### src/rtl/xtal_osc_ctrl.sv
module xtal_osc_ctrl #(
  parameter int ADDR_W = 6,
  parameter int DLY_W  = 14,
  parameter int CNT_W  = 8
) (
  input  logic              clk,
  input  logic              rst_n,
  input  logic              bus_en,
  input  logic              bus_we,
  input  logic [ADDR_W-1:0] bus_addr,
  input  logic [31:0]       bus_wdata,
  output logic [31:0]       bus_rdata,
  input  logic              wake_i,
  output logic              osc_clk_en
);
  localparam logic [11:0] KEY_ON   = 12'hFAB;
  localparam logic [11:0] KEY_OFF  = 12'hD1E;
  localparam logic [11:0] RANGE    = 12'hAA0;
  localparam logic [31:0] KEY_DORM = 32'h636F6D61;
  localparam logic [31:0] KEY_WAKE = 32'h77616B65;
  localparam int          TMR_W    = DLY_W + 10;
  localparam int          X4_BIT   = 20;

  logic             enabled, dormant, bad, x4_q;
  logic [DLY_W-1:0] dly_q;
  logic [TMR_W-1:0] tmr_q, load_val;
  logic [CNT_W-1:0] cnt_q;

  wire wr      = bus_en & bus_we;
  wire wr_ctrl = wr && bus_addr == ADDR_W'(8'h00);
  wire wr_stat = wr && bus_addr == ADDR_W'(8'h04);
  wire wr_dorm = wr && bus_addr == ADDR_W'(8'h08);
  wire wr_strt = wr && bus_addr == ADDR_W'(8'h0C);
  wire wr_cnt  = wr && bus_addr == ADDR_W'(8'h1C);

  wire [11:0] en_key  = bus_wdata[23:12];
  wire        key_ok  = en_key == KEY_ON || en_key == KEY_OFF;
  wire        dorm_ok = bus_wdata == KEY_DORM || bus_wdata == KEY_WAKE;
  wire        bad_set = (wr_ctrl && (!key_ok || bus_wdata[11:0] != RANGE)) ||
                        (wr_dorm && !dorm_ok);

  wire pin_wake = dormant & wake_i;
  wire sw_wake  = wr_dorm & dormant & (bus_wdata != KEY_DORM);
  wire turn_on  = wr_ctrl & (en_key == KEY_ON) & ~enabled;
  wire start    = turn_on | pin_wake | sw_wake;

  assign osc_clk_en = enabled & ~dormant;
  wire   stable     = osc_clk_en && tmr_q == '0;

  assign load_val = x4_q ? {dly_q, 10'b0} : {2'b0, dly_q, 8'b0};

  always_ff @(posedge clk or negedge rst_n) begin
    if (!rst_n) begin
      enabled <= 1'b0;
      dormant <= 1'b0;
      bad     <= 1'b0;
      x4_q    <= 1'b0;
      dly_q   <= '0;
      tmr_q   <= '0;
      cnt_q   <= '0;
    end else begin
      if (wr_ctrl && key_ok) enabled <= (en_key == KEY_ON);

      if (pin_wake)     dormant <= 1'b0;
      else if (wr_dorm) dormant <= (bus_wdata == KEY_DORM);

      if (bad_set)                     bad <= 1'b1;
      else if (wr_stat && bus_wdata[24]) bad <= 1'b0;

      if (wr_strt) begin
        dly_q <= bus_wdata[DLY_W-1:0];
        x4_q  <= bus_wdata[X4_BIT];
      end

      if (start)                          tmr_q <= load_val;
      else if (osc_clk_en && tmr_q != '0) tmr_q <= tmr_q - 1'b1;

      if (wr_cnt)                         cnt_q <= bus_wdata[CNT_W-1:0];
      else if (osc_clk_en && cnt_q != '0) cnt_q <= cnt_q - 1'b1;
    end
  end

  always_comb begin
    bus_rdata = '0;
    case (bus_addr)
      ADDR_W'(8'h00): bus_rdata = {8'b0, enabled ? KEY_ON : KEY_OFF, RANGE};
      ADDR_W'(8'h04): bus_rdata = {stable, 6'b0, bad, 11'b0, enabled, 12'b0};
      ADDR_W'(8'h08): bus_rdata = dormant ? KEY_DORM : KEY_WAKE;
      ADDR_W'(8'h0C): bus_rdata = 32'(dly_q) | (32'(x4_q) << X4_BIT);
      ADDR_W'(8'h1C): bus_rdata = 32'(cnt_q);
      default:        bus_rdata = '0;
    endcase
  end
endmodule

### config.mk
export PLATFORM = sky130hd
export DESIGN_NAME = xtal_osc_ctrl
export DESIGN_NICKNAME = d
export VERILOG_FILES = /design/src/rtl/xtal_osc_ctrl.sv
export SDC_FILE = /design/constraint.sdc
export NUM_CORES = 1
export LEC_CHECK = 0
export CAP_MARGIN = 20
export CORE_ASPECT_RATIO = 1.1
export CORE_MARGIN = 2
export CORE_UTILIZATION = 53
export CTS_CLUSTER_DIAMETER = 100
export CTS_CLUSTER_SIZE = 25
export DETAILED_ROUTE_END_ITERATION = 12
export DONT_BUFFER_PORTS = 1
export GPL_TIMING_DRIVEN = 0
export PLACE_DENSITY = 0.69
export SETUP_SLACK_MARGIN = 0.02
export SKIP_LAST_GASP = 1
export SYNTH_ARGS = -nofsm -noshare
export SYNTH_HDL_FRONTEND = slang
export SYNTH_SLANG_ARGS = --single-unit
### constraint.sdc
create_clock -name clk -period 2.6 [get_ports clk]
set_input_delay 0.52 -clock clk [delete_from_list [all_inputs] [get_ports clk]]
set_output_delay 0.52 -clock clk [all_outputs]
set_load 0.01 [all_outputs]
# Word-level counts from Yosys, hierarchy flattened
# Cells that the tools add are included.
[word_totals] inputBits=43 word_cells=69 reg_bits=50
[classes] n_eq_ne=10 addsub=2 mux=12 n_reduce_logical=26 n_bitwise=12
[ops] operator="case mux 32 bit (5 select lines)" count=1
[ops] operator="two-way mux 24 bit" count=3
[ops] operator="== test 32 x 31 -> 1 bit (second input constant)" count=2
[ops] operator="inequality test 32 x 31 -> 1 bit (second input constant)" count=1
[ops] operator="two-way mux 29 bit" count=1
[ops] operator="== test 12 bit (second input constant)" count=2
[ops] operator="zero test 24 bit" count=1
[ops] operator="nonzero test 24 bit" count=1
[ops] operator="subtractor 24 x 1 -> 24 bit (second input constant)" count=1
[ops] operator="OR 14 x 21 -> 21 bit" count=1
[ops] operator="two-way mux 8 bit" count=2
[ops] operator="== test 6 x 4 -> 1 bit (second input constant)" count=2
[ops] operator="logical AND 1 bit" count=12
[ops] operator="inequality test 12 bit (second input constant)" count=1
[ops] operator="two-way mux 10 bit" count=1
[ops] operator="nonzero test 2 bit" count=4
[ops] operator="nonzero test 8 bit" count=1
[ops] operator="subtractor 8 x 1 -> 8 bit (second input constant)" count=1
[ops] operator="AND 1 bit" count=7
[ops] operator="== test 6 x 3 -> 1 bit (second input constant)" count=1
[ops] operator="== test 6 x 5 -> 1 bit (second input constant)" count=1
[ops] operator="zero test 6 bit" count=1
[ops] operator="logical OR 1 bit" count=4
[ops] operator="two-way mux 1 bit" count=4
[ops] operator="3 further kinds" count=6

# Logic depth before layout (Yosys ltp)
# Gate-level depths: netlist of the first run.
[depth] ltp_word=7 depth_mapped=9 depth_no_buf=8

# Worst setup path after synthesis of the first run
# OpenSTA, ideal clock, no wires.
[synth_timing] kind="input -> register" startpoint="input bus_addr[1]" endpoint="register tmr_q[9]" path_stages=8 t_arrival_ns=2.397 setup_time_ns=0.129 setup_slack_ns=0.074 path_buffers=2 t_required_ns=2.471 path_cell_list="or4_1 -> buf_2 -> or4_4 -> o31a_1 -> o21ai_2 -> buf_6 -> a21boi_1 -> a211oi_2"
[synth_via] elab_chain_len=7
[synth_lines] item="start: declaration" line_no="10" rtl="input logic [ADDR_W-1:0] bus_addr,"
[synth_lines] item="zero test 6 bit" line_no="30" rtl="wire wr_ctrl = wr && bus_addr == ADDR_W'(8'h00);"
[synth_lines] item="logical AND 1 bit" line_no="30"
[synth_lines] item="AND 1 bit (2 in series)" line_no="44" rtl="wire turn_on = wr_ctrl & (en_key == KEY_ON) & ~enabled;"
[synth_lines] item="OR 1 bit" line_no="45" rtl="wire start = turn_on | pin_wake | sw_wake;"
[synth_lines] item="OR 1 bit *" line_no="45"
[synth_lines] item="two-way mux 24 bit or nonzero test 2 bit (tied branches)"
[synth_lines] item="end signal: assignment" line_no="75" rtl="if (start) tmr_q <= load_val;"
[synth_lines] item="end signal: assignment" line_no="76" rtl="else if (osc_clk_en && tmr_q != '0) tmr_q <= tmr_q - 1'b1;"
[synth_lines] item="end: declaration" line_no="26" rtl="logic [TMR_W-1:0] tmr_q, load_val;"
# Every way passes the cells marked *; elsewhere a longest branch is shown, timed or not.
# A chain may end at the register's enable or synchronous reset.

# Worst setup path in the final report of the first run
[layout_timing] startpoint="register tmr_q[14]" endpoint="output bus_rdata[31]"
[layout_via] elab_chain_len=3
[layout_lines] item="zero test 24 bit" line_no="48" rtl="wire stable = osc_clk_en && tmr_q == '0;"
[layout_lines] item="logical AND 1 bit" line_no="48"
[layout_lines] item="case mux 32 bit (5 select lines)" line_no="85" rtl="case (bus_addr)"
[layout_lines] item="end: declaration" line_no="12" rtl="output logic [31:0] bus_rdata,"
# Every way passes these cells.

==> impl_metrics.ini, run 1 <==
[setup_path]
critical_path_class = register to output pin
slowest_delay_ps = 470
cp-start-kind = register
cpMaxStageDelayCell = or4_4
crit_chain = or3_1 > or3_4 > or4_4 > nor3_4
path_buf_inv = 0
cp.arrival_ps = 2170
required_ps = 2080
cpLargestDelayFamily = simple AND/OR/NAND/NOR gates
worstPathMaxFanout = 5
crit_path_end_kind = output pin

[sta]
slew_headroom_pct = 38.6
skew_ps = 2.34
fin_crit_ps = 2690
setup_violations = 1
slew_violations = 0
hold_slack_ps = 48.4
finalCritPeriodShare_pct = 104
hold_viol = 0
setup_slack_ps = -91.4
rsz0062_at_grt = true
finalSetupTns_ps = -91.4
fmax_mhz = 372
tightest_slew_ps = 914

[cells_and_area]
diodes = 0
final_util_pct = 60.8
final_area_mm2 = 0.00351
synthToLayoutAreaGrowth_pct = 10.3
final_cell_mix = 50 x dfrtp_1, 31 x nor2_1, 30 x nand2_1
multi_input_area_mm2 = 0.00186
regArea_mm2 = 0.00125
fill_cells = 509
final_common_cell = dfrtp_1
nNetsFinal = 398
drive_gt1_share_pct = 20.4
stdcell_count = 430

[placement]
place_ws_ps = -255
post-dp-hpwl_um = 6010
dp_cells = 419
portBuffers = 0
postPlaceCellArea_mm2 = 0.00328
place.gp.congestion = 0.833

[die]
dieArea_mm2 = 0.00664
die_x_um = 77.9
coreArea_mm2 = 0.00577
initial_core_util_pct = 55.2
io_pins = 76
row_count = 29
die_y_um = 85.3

[clock_tree]
cts_tree = built
clk_pin_slew_ps = 90
insertion_delay_ps = 300
cts_max_level = 2
cts.path.max_buffers = 2
cts_buffers = 5
numClockSinks = 50
clock-root-buffer = clkbuf_8

[route]
drt_pass1_iterations = 4
ant_nets = 0
vias = 2681
drc = 0
drt-total-wl_um = 8130
vias_per_cell = 6.23
drtIter0Drc = 130
wl_per_cell_um = 18.9

[logic_synthesis]
yosysWarnings = 0
synthFlopType = dfrtp_1
seq_area_frac_synth_pct = 39.3
synth_area_mm2 = 0.00318
ys_ff_latch = 50
syn-num-nets = 388
async_reset_ff_share_pct = 100
syn_inst = 342
synth_area_per_cell_um2 = 9.31
yosys.cell_types.count = 55
synth-edff-count = 0

[pwr]
p_per_area_mw_per_mm2 = 713
irDropWorstVdd_uv = 411
p_leak_nw = 1.46
finalPower_mw = 2.50

[global_route]
grt_use_total_pct = 25.0
grt_pass1_wl_um = 13200
grt_max_degree = 51
antenna_found_initial = 0
overflow = 0
grt_pass1_vias = 2676

[flow_run]
cap_violations = 0

[worst_hold_path]
min_path_type = input port to asynchronous set/reset pin

[status]
status = complete, but fails checks
violations = setup timing
-- worst reg2reg max path: stages (launching register included) --
cell and delay (ps):
dfrtp_1 470, nor4_4 370, nand4_1 170, buf_4 180, nor4_2 460, clkbuf_2 320
nor3_1 90, xnor2_1 160, o21ai_0 100
-- kinds of logic after synthesis --
kind of cell / after synthesis / share of synthesized area (%)
other cells: 1 / 0.118
fa+ha+maj: 3 / 1.18
flops: 50 / 39.3
simple gates: 150 / 25.8
xor+xnor: 27 / 7.43
mux: 27 / 9.51
buf+inv: 29 / 4.68
compound gates: 55 / 12.0
-- sequential cells by signal, indices dropped and copies added, names as in the netlist --
name     cells
bad          1
cnt_q        8
dly_q       14
dormant      1
enabled      1
tmr_q       24
x4_q         1
-- report_power, final --
group,switching [mW],internal (mW),total (mW)
clock network,0.258,0.288,0.546
registers,0.252,0.992,1.24
logic,0.353,0.360,0.713
total,0.864,1.64,2.50
-- metal layers --
metal | share of wire [%] | vias to the layer above | track usage [%]
li1 | - | 1266 | -
met1 | 42 | 1320 | 31.0
met2 | 52 | 88 | 44.1
met3 | 5.4 | 7 | 5.53
met4 | 1.1 | 0 | 6.38
met5 | 0 | - | 0
-- final cells by class --
type / instances / share of cell area [%]
well taps: 77 / 2.75
repair buffers: 3 / 1.21
multi-input cells: 263 / 53.0
plain buffers: 20 / 3.35
inverters: 9 / 0.963
flip-flops and latches: 50 / 35.7
clock buffers: 7 / 2.17
clock inverters: 1 / 0.856
-- path summary, 6_finish.rpt --
path                                    endpoint  depth (start not counted)             startpoint  slack [ps]
max                                bus_rdata[31]                          4  tmr_q[14]$_DFFE_PN0P_         -90
min                        tmr_q[23]$_DFFE_PN0P_                          1                  rst_n          50
max reg2reg                tmr_q[12]$_DFFE_PN0P_                          8   tmr_q[2]$_DFFE_PN0P_         150
min reg2reg                 tmr_q[8]$_DFFE_PN0P_                          1   tmr_q[8]$_DFFE_PN0P_         540
max in group asynchronous   tmr_q[3]$_DFFE_PN0P_                          1                  rst_n        2320
min in group clk                x4_q$_DFFE_PN0P_                          2          bus_wdata[20]         330
-- cell usage after synthesis (4+ instances only) --
master / n / area share (%)
clkbuf_1: 6 / 0.71
nand3_1: 13 / 2.0
inv_1: 9 / 1.1
nand2b_1: 6 / 1.2
xnor2_1: 16 / 4.4
buf_2: 5 / 0.79
nor4_1: 9 / 1.8
xor2_1: 11 / 3.0
mux2_2: 26 / 9.2
nor2_1: 33 / 3.9
a21oi_1: 11 / 1.7
nand2_1: 30 / 3.5
nand4_1: 7 / 1.4
or3_1: 5 / 0.98
dfrtp_1: 50 / 39
or4_1: 6 / 1.4
buf_4: 7 / 1.7
a21o_1: 4 / 0.94
nor3_1: 16 / 2.5
o21ai_0: 18 / 2.8
a221o_1: 5 / 1.6
-- what timing repair did --
item	in CTS	in global routing
pin swaps	1	2
hold buffers	1	0
setup buffers	0	2
endpoints found under the hold margin	50	0
endpoints found under the setup margin	28	36
gates resized for setup	7	11
Note: power is estimated with default switching activity, not from simulation.
==> run 2: changes to the inputs <==
- CORE_ASPECT_RATIO: 1.1 -> 1.75
- CTS_CLUSTER_DIAMETER: 100 -> default
- SKIP_LAST_GASP: 1 -> default
==> run 2 against run 1 <==
The flow still finishes with violations (setup timing). Combinational power grew 19%. Clock power grew 3%. Sequential power about the same. Via count up 3.1%. Count of clock-buffer cells in the layout decreased by 1. Hold slack improved by 4.2 ps. Critical path depth unchanged. Maximum frequency grew 1.8%. Non-clock buffer count increased by 10. Core utilization is 0.73 points higher. Register-to-register slack got worse by 60 ps. Sequential cell count unchanged. Critical endpoint unchanged.
==> impl_metrics.ini, run 2 (synthesis gave the netlist of run 1 again) <==
[placement]
portBuffers = 0
place.gp.congestion = 0.845
post-dp-hpwl_um = 6320
place_ws_ps = -277

[setup_path]
cp-start-kind = register
cp.arrival_ps = 2120
crit_chain = or3_1 > or3_4 > or4_4 > nor3_4
path_buf_inv = 0
slowest_delay_ps = 440
startpoint = tmr_q[13]$_DFFE_PN0P_
rrSetupSlack_ps = 90
timing.rr.start = tmr_q[13]$_DFFE_PN0P_
cpMaxStageDelayCell = or4_4
required_ps = 2080
r2r-end = tmr_q[10]$_DFFE_PN0P_
setup.worst_path.end = bus_rdata[31]
worstPathMaxFanout = 2
ff2ff_path_depth = 8
cpLargestDelayFamily = simple AND/OR/NAND/NOR gates
critical_path_class = register to output pin
crit_path_end_kind = output pin
path_depth = 4

[route]
ant_nets = 0
drtIter0Drc = 137
drt_pass1_iterations = 4
vias_per_cell = 6.27
drc = 0
wl_per_cell_um = 19.2
vias = 2764
drt-total-wl_um = 8480

[sta]
fin_crit_ps = 2640
finalCritPeriodShare_pct = 102
hold_viol = 0
skew_ps = 7.20
slew_headroom_pct = 44.2
setup_slack_ps = -42.9
slew_violations = 0
rsz0062_at_grt = true
finalSetupTns_ps = -42.9
tightest_slew_ps = 830
fmax_mhz = 378
setup_violations = 1

[clock_tree]
cts_buffers = 5
insertion_delay_ps = 310
cts_max_level = 2
numClockSinks = 50
clock-root-buffer = clkbuf_8
clk_pin_slew_ps = 100
cts_tree = built
cts.path.max_buffers = 2

[global_route]
overflow = 0
grt_pass1_wl_um = 13400
grt_use_total_pct = 26.0
antenna_found_initial = 0
grt_pass1_vias = 2810
grt_max_degree = 51

[pwr]
irDropWorstVdd_uv = 446
p_per_area_mw_per_mm2 = 740
p_leak_nw = 1.50
finalPower_mw = 2.66

[status]
violations = setup timing
status = complete, but fails checks

[die]
die_x_um = 62.6
die_y_um = 107
row_count = 37
coreArea_mm2 = 0.00583
io_pins = 76
initial_core_util_pct = 54.6
dieArea_mm2 = 0.00667

[cells_and_area]
top_register = tmr_q
largest_reg_flops = 24
final_common_cell = dfrtp_1
reg.largest.list = tmr_q: 24 flops, dly_q: 14 flops, cnt_q: 8 flops
final_cell_mix = 49 x dfrtp_1, 32 x nor2_1, 30 x nand2_1
drive_gt1_share_pct = 22.9
diodes = 0
nNetsFinal = 408
synthToLayoutAreaGrowth_pct = 12.8

[flow_run]
cap_violations = 0

[worst_hold_path]
min_path_type = input port to asynchronous set/reset pin
==> run 2: worst min path at each step <==
stage,end,slack (ps)
after detailed placement,tmr_q[1]$_DFFE_PN0P_,230
after CTS,tmr_q[1]$_DFFE_PN0P_,60
after global routing,tmr_q[20]$_DFFE_PN0P_,60
after global placement,tmr_q[21]$_DFFE_PN0P_,230
final,tmr_q[19]$_DFFE_PN0P_,50
after floorplan,bad$_DFFE_PN0P_,220
==> run 2: power breakdown <==
part | switching, mW | internal, mW | leakage, nW | total, mW
Sequential | 0.258 | 0.993 | 0.619 | 1.25
Combinational | 0.397 | 0.450 | 0.833 | 0.847
Clock | 0.273 | 0.287 | 0.0514 | 0.560
==> run 2: timing repair <==
item | CTS | global route
cloned | 0 | 0
gates resized for setup | 15 | 2
pin swaps | 5 | 7
endpoints found under the hold margin | 50 | 0
hold buffers | 1 | 0
endpoints found under the setup margin | 28 | 8
buffers inserted | 7 | 5
==> run 2: through the flow <==
step / hold WS [ps] / util, % / cells / area, um2
finish: 52.6 / 61.6 / 441 / 3590
global route: 62.9 / 61.6 / 441 / 3590
CTS: 61.0 / 60.7 / 436 / 3540
detailed placement: 226 / 56.2 / 420 / 3280
global placement: 226 / 56.2 / 420 / 3280
floorplan: 224 / - / 342 / 3180
==> run 2: routing by layer <==
metal / up-vias / track usage [%] / part of all wire, %
met5: - / 0 / 0
met4: 0 / 14.8 / 4.3
met3: 26 / 5.08 / 4.9
met2: 110 / 49.8 / 55
met1: 1350 / 25.2 / 36
li1: 1278 / - / -
==> run 2: layout make-up <==
type / count / area [um2]
well taps: 78 / 97.6
inverters: 9 / 33.8
repair buffers: 13 / 118
plain buffers: 20 / 118
multi-input cells: 263 / 1860
flip-flops and latches: 50 / 1250
clock inverters: 2 / 37.5
fillers: 508 / 2240
clock buffers: 6 / 72.6
==> run 3: changes to the inputs <==
- RECOVER_POWER: default -> 50
==> run 3 against run 2 <==
The flow still finishes with violations (setup timing). Sequential share of layout area increased by 0.23 points. Critical path depth unchanged. Register-to-register slack barely moved. Sequential cell count did not move. Final cell count did not move. Setup slack gained 0.97 ps. Clock skew rose by 1.8 ps. Maximum frequency hardly changed. Global-route usage did not move.
==> impl_metrics.ini, run 3 (synthesis gave the netlist of run 1 again) <==
[status]
status = complete, but fails checks
violations = setup timing

[sta]
fmax_mhz = 379
rsz0062_at_grt = true
tightest_slew_ps = 1290
slew_headroom_pct = 13.9
setup_slack_ps = -41.9
hold_viol = 0
slew_violations = 0
skew_ps = 9.02
finalCritPeriodShare_pct = 102
fin_crit_ps = 2640
finalSetupTns_ps = -41.9
setup_violations = 1

[die]
coreArea_mm2 = 0.00583
die_y_um = 107
dieArea_mm2 = 0.00667
io_pins = 76
initial_core_util_pct = 54.6
row_count = 37
die_x_um = 62.6

[worst_hold_path]
min_path_type = input port to register

[clock_tree]
cts_tree = built
insertion_delay_ps = 320
numClockSinks = 50
cts_max_level = 2
clock-root-buffer = clkbuf_8
clk_pin_slew_ps = 100
cts_buffers = 5
cts.path.max_buffers = 2

[route]
drt-total-wl_um = 8500
wl_per_cell_um = 19.3
drtIter0Drc = 133
vias_per_cell = 6.23
drt_pass1_iterations = 4
vias = 2748
drc = 0
ant_nets = 0

[global_route]
grt_pass1_vias = 2810
grt_max_degree = 51
overflow = 0
grt_pass1_wl_um = 13400
grt_use_total_pct = 26.0
antenna_found_initial = 0

[cells_and_area]
synthToLayoutAreaGrowth_pct = 12.1
reg.largest.list = tmr_q: 24 flops, dly_q: 14 flops, cnt_q: 8 flops
drive_gt1_share_pct = 22.6
final_util_pct = 61.2
final_common_cell = dfrtp_1
fill_cells = 512
nNetsFinal = 408
stdcell_count = 441
largest_reg_flops = 24
final_cell_mix = 49 x dfrtp_1, 32 x nor2_1, 30 x nand2_1
diodes = 0
final_area_mm2 = 0.00357
top_register = tmr_q

[pwr]
p_leak_nw = 1.49
irDropWorstVdd_uv = 449
p_per_area_mw_per_mm2 = 744

[setup_path]
required_ps = 2080
cp-start-kind = register
rrSetupSlack_ps = 90
cp.arrival_ps = 2120
critical_path_class = register to output pin
worstPathMaxFanout = 2
crit_path_end_kind = output pin

[flow_run]
cap_violations = 0

[placement]
post-dp-hpwl_um = 6320
portBuffers = 0
postPlaceCellArea_mm2 = 0.00328
dp_cells = 420
place.gp.congestion = 0.845
run 3: changes by cell type in the layout (fill, tap and decap cells not counted):
| cell | previous run | this run |
|---|---|---|
| buf_16 | 1 | 0 |
| clkbuf_2 | 2 | 3 |
| clkbuf_1 | 5 | 6 |
| buf_2 | 5 | 4 |
run 3: timing repair:
action                                  CTS  global route
hold buffers                              1             0
pin swaps                                 5             7
hold endpoints to repair                 50             0
resized for setup                        15             2
endpoints found under the setup margin   28             8
buffers inserted                          7             5
run 3: area by class of cell:
| type | count | area, um2 | share of cell area (%) |
|---|---|---|---|
| inverter | 9 | 33.8 | 0.947 |
| tap | 78 | 97.6 | 2.74 |
| clock inverter | 2 | 37.5 | 1.05 |
| buffer | 20 | 116 | 3.26 |
| timing repair buffer | 13 | 95.1 | 2.67 |
| clock buffer | 6 | 72.6 | 2.03 |
| multi-input combinational | 263 | 1860 | 52.2 |
| sequential | 50 | 1250 | 35.1 |
run 3: worst paths after layout:
kind,to,cells after the start,start
setup / recovery,bus_rdata[31],4,tmr_q[13]$_DFFE_PN0P_
hold / removal,x4_q$_DFFE_PN0P_,2,bus_wdata[20]
setup reg to reg,tmr_q[10]$_DFFE_PN0P_,8,tmr_q[13]$_DFFE_PN0P_
hold reg to reg,tmr_q[8]$_DFFE_PN0P_,1,tmr_q[8]$_DFFE_PN0P_
max in group asynchronous,tmr_q[2]$_DFFE_PN0P_,1,rst_n
min in group asynchronous,tmr_q[5]$_DFFE_PN0P_,1,rst_n
run 3: where the power goes:
| part | total, mW | internal (mW) | leakage [nW] | switching, mW |
|---|---|---|---|---|
| combinational | 0.840 | 0.446 | 0.823 | 0.394 |
| clock | 0.563 | 0.288 | 0.0514 | 0.276 |
| sequential | 1.25 | 0.993 | 0.619 | 0.257 |
| total | 2.65 | 1.73 | 1.49 | 0.927 |
run 3: layer usage:
metal | up-vias | global-route usage [%] | wire (um)
met3 | 22 | 5.08 | 385
met5 | - | 0 | 0
met2 | 93 | 49.8 | 4770
met4 | 0 | 14.8 | 328
li1 | 1279 | - | -
met1 | 1354 | 25.2 | 3010
run 3: critical path, stage by stage, from the launching register on:
cell and delay [ps]:
dfrtp_1 390, or3_1 380, or3_4 380, or4_4 450, nor3_4 220
run 3: metrics by stage:
stage	hold slack (ps)	total power [mW]	setup slack, ps
final	323	2.65	-41.9
after CTS	61.0	2.58	-73.4
after global placement	226	1.84	-292
after floorplan	224	1.69	74.0
after detailed placement	226	1.86	-277
after global routing	330	2.80	-88.1
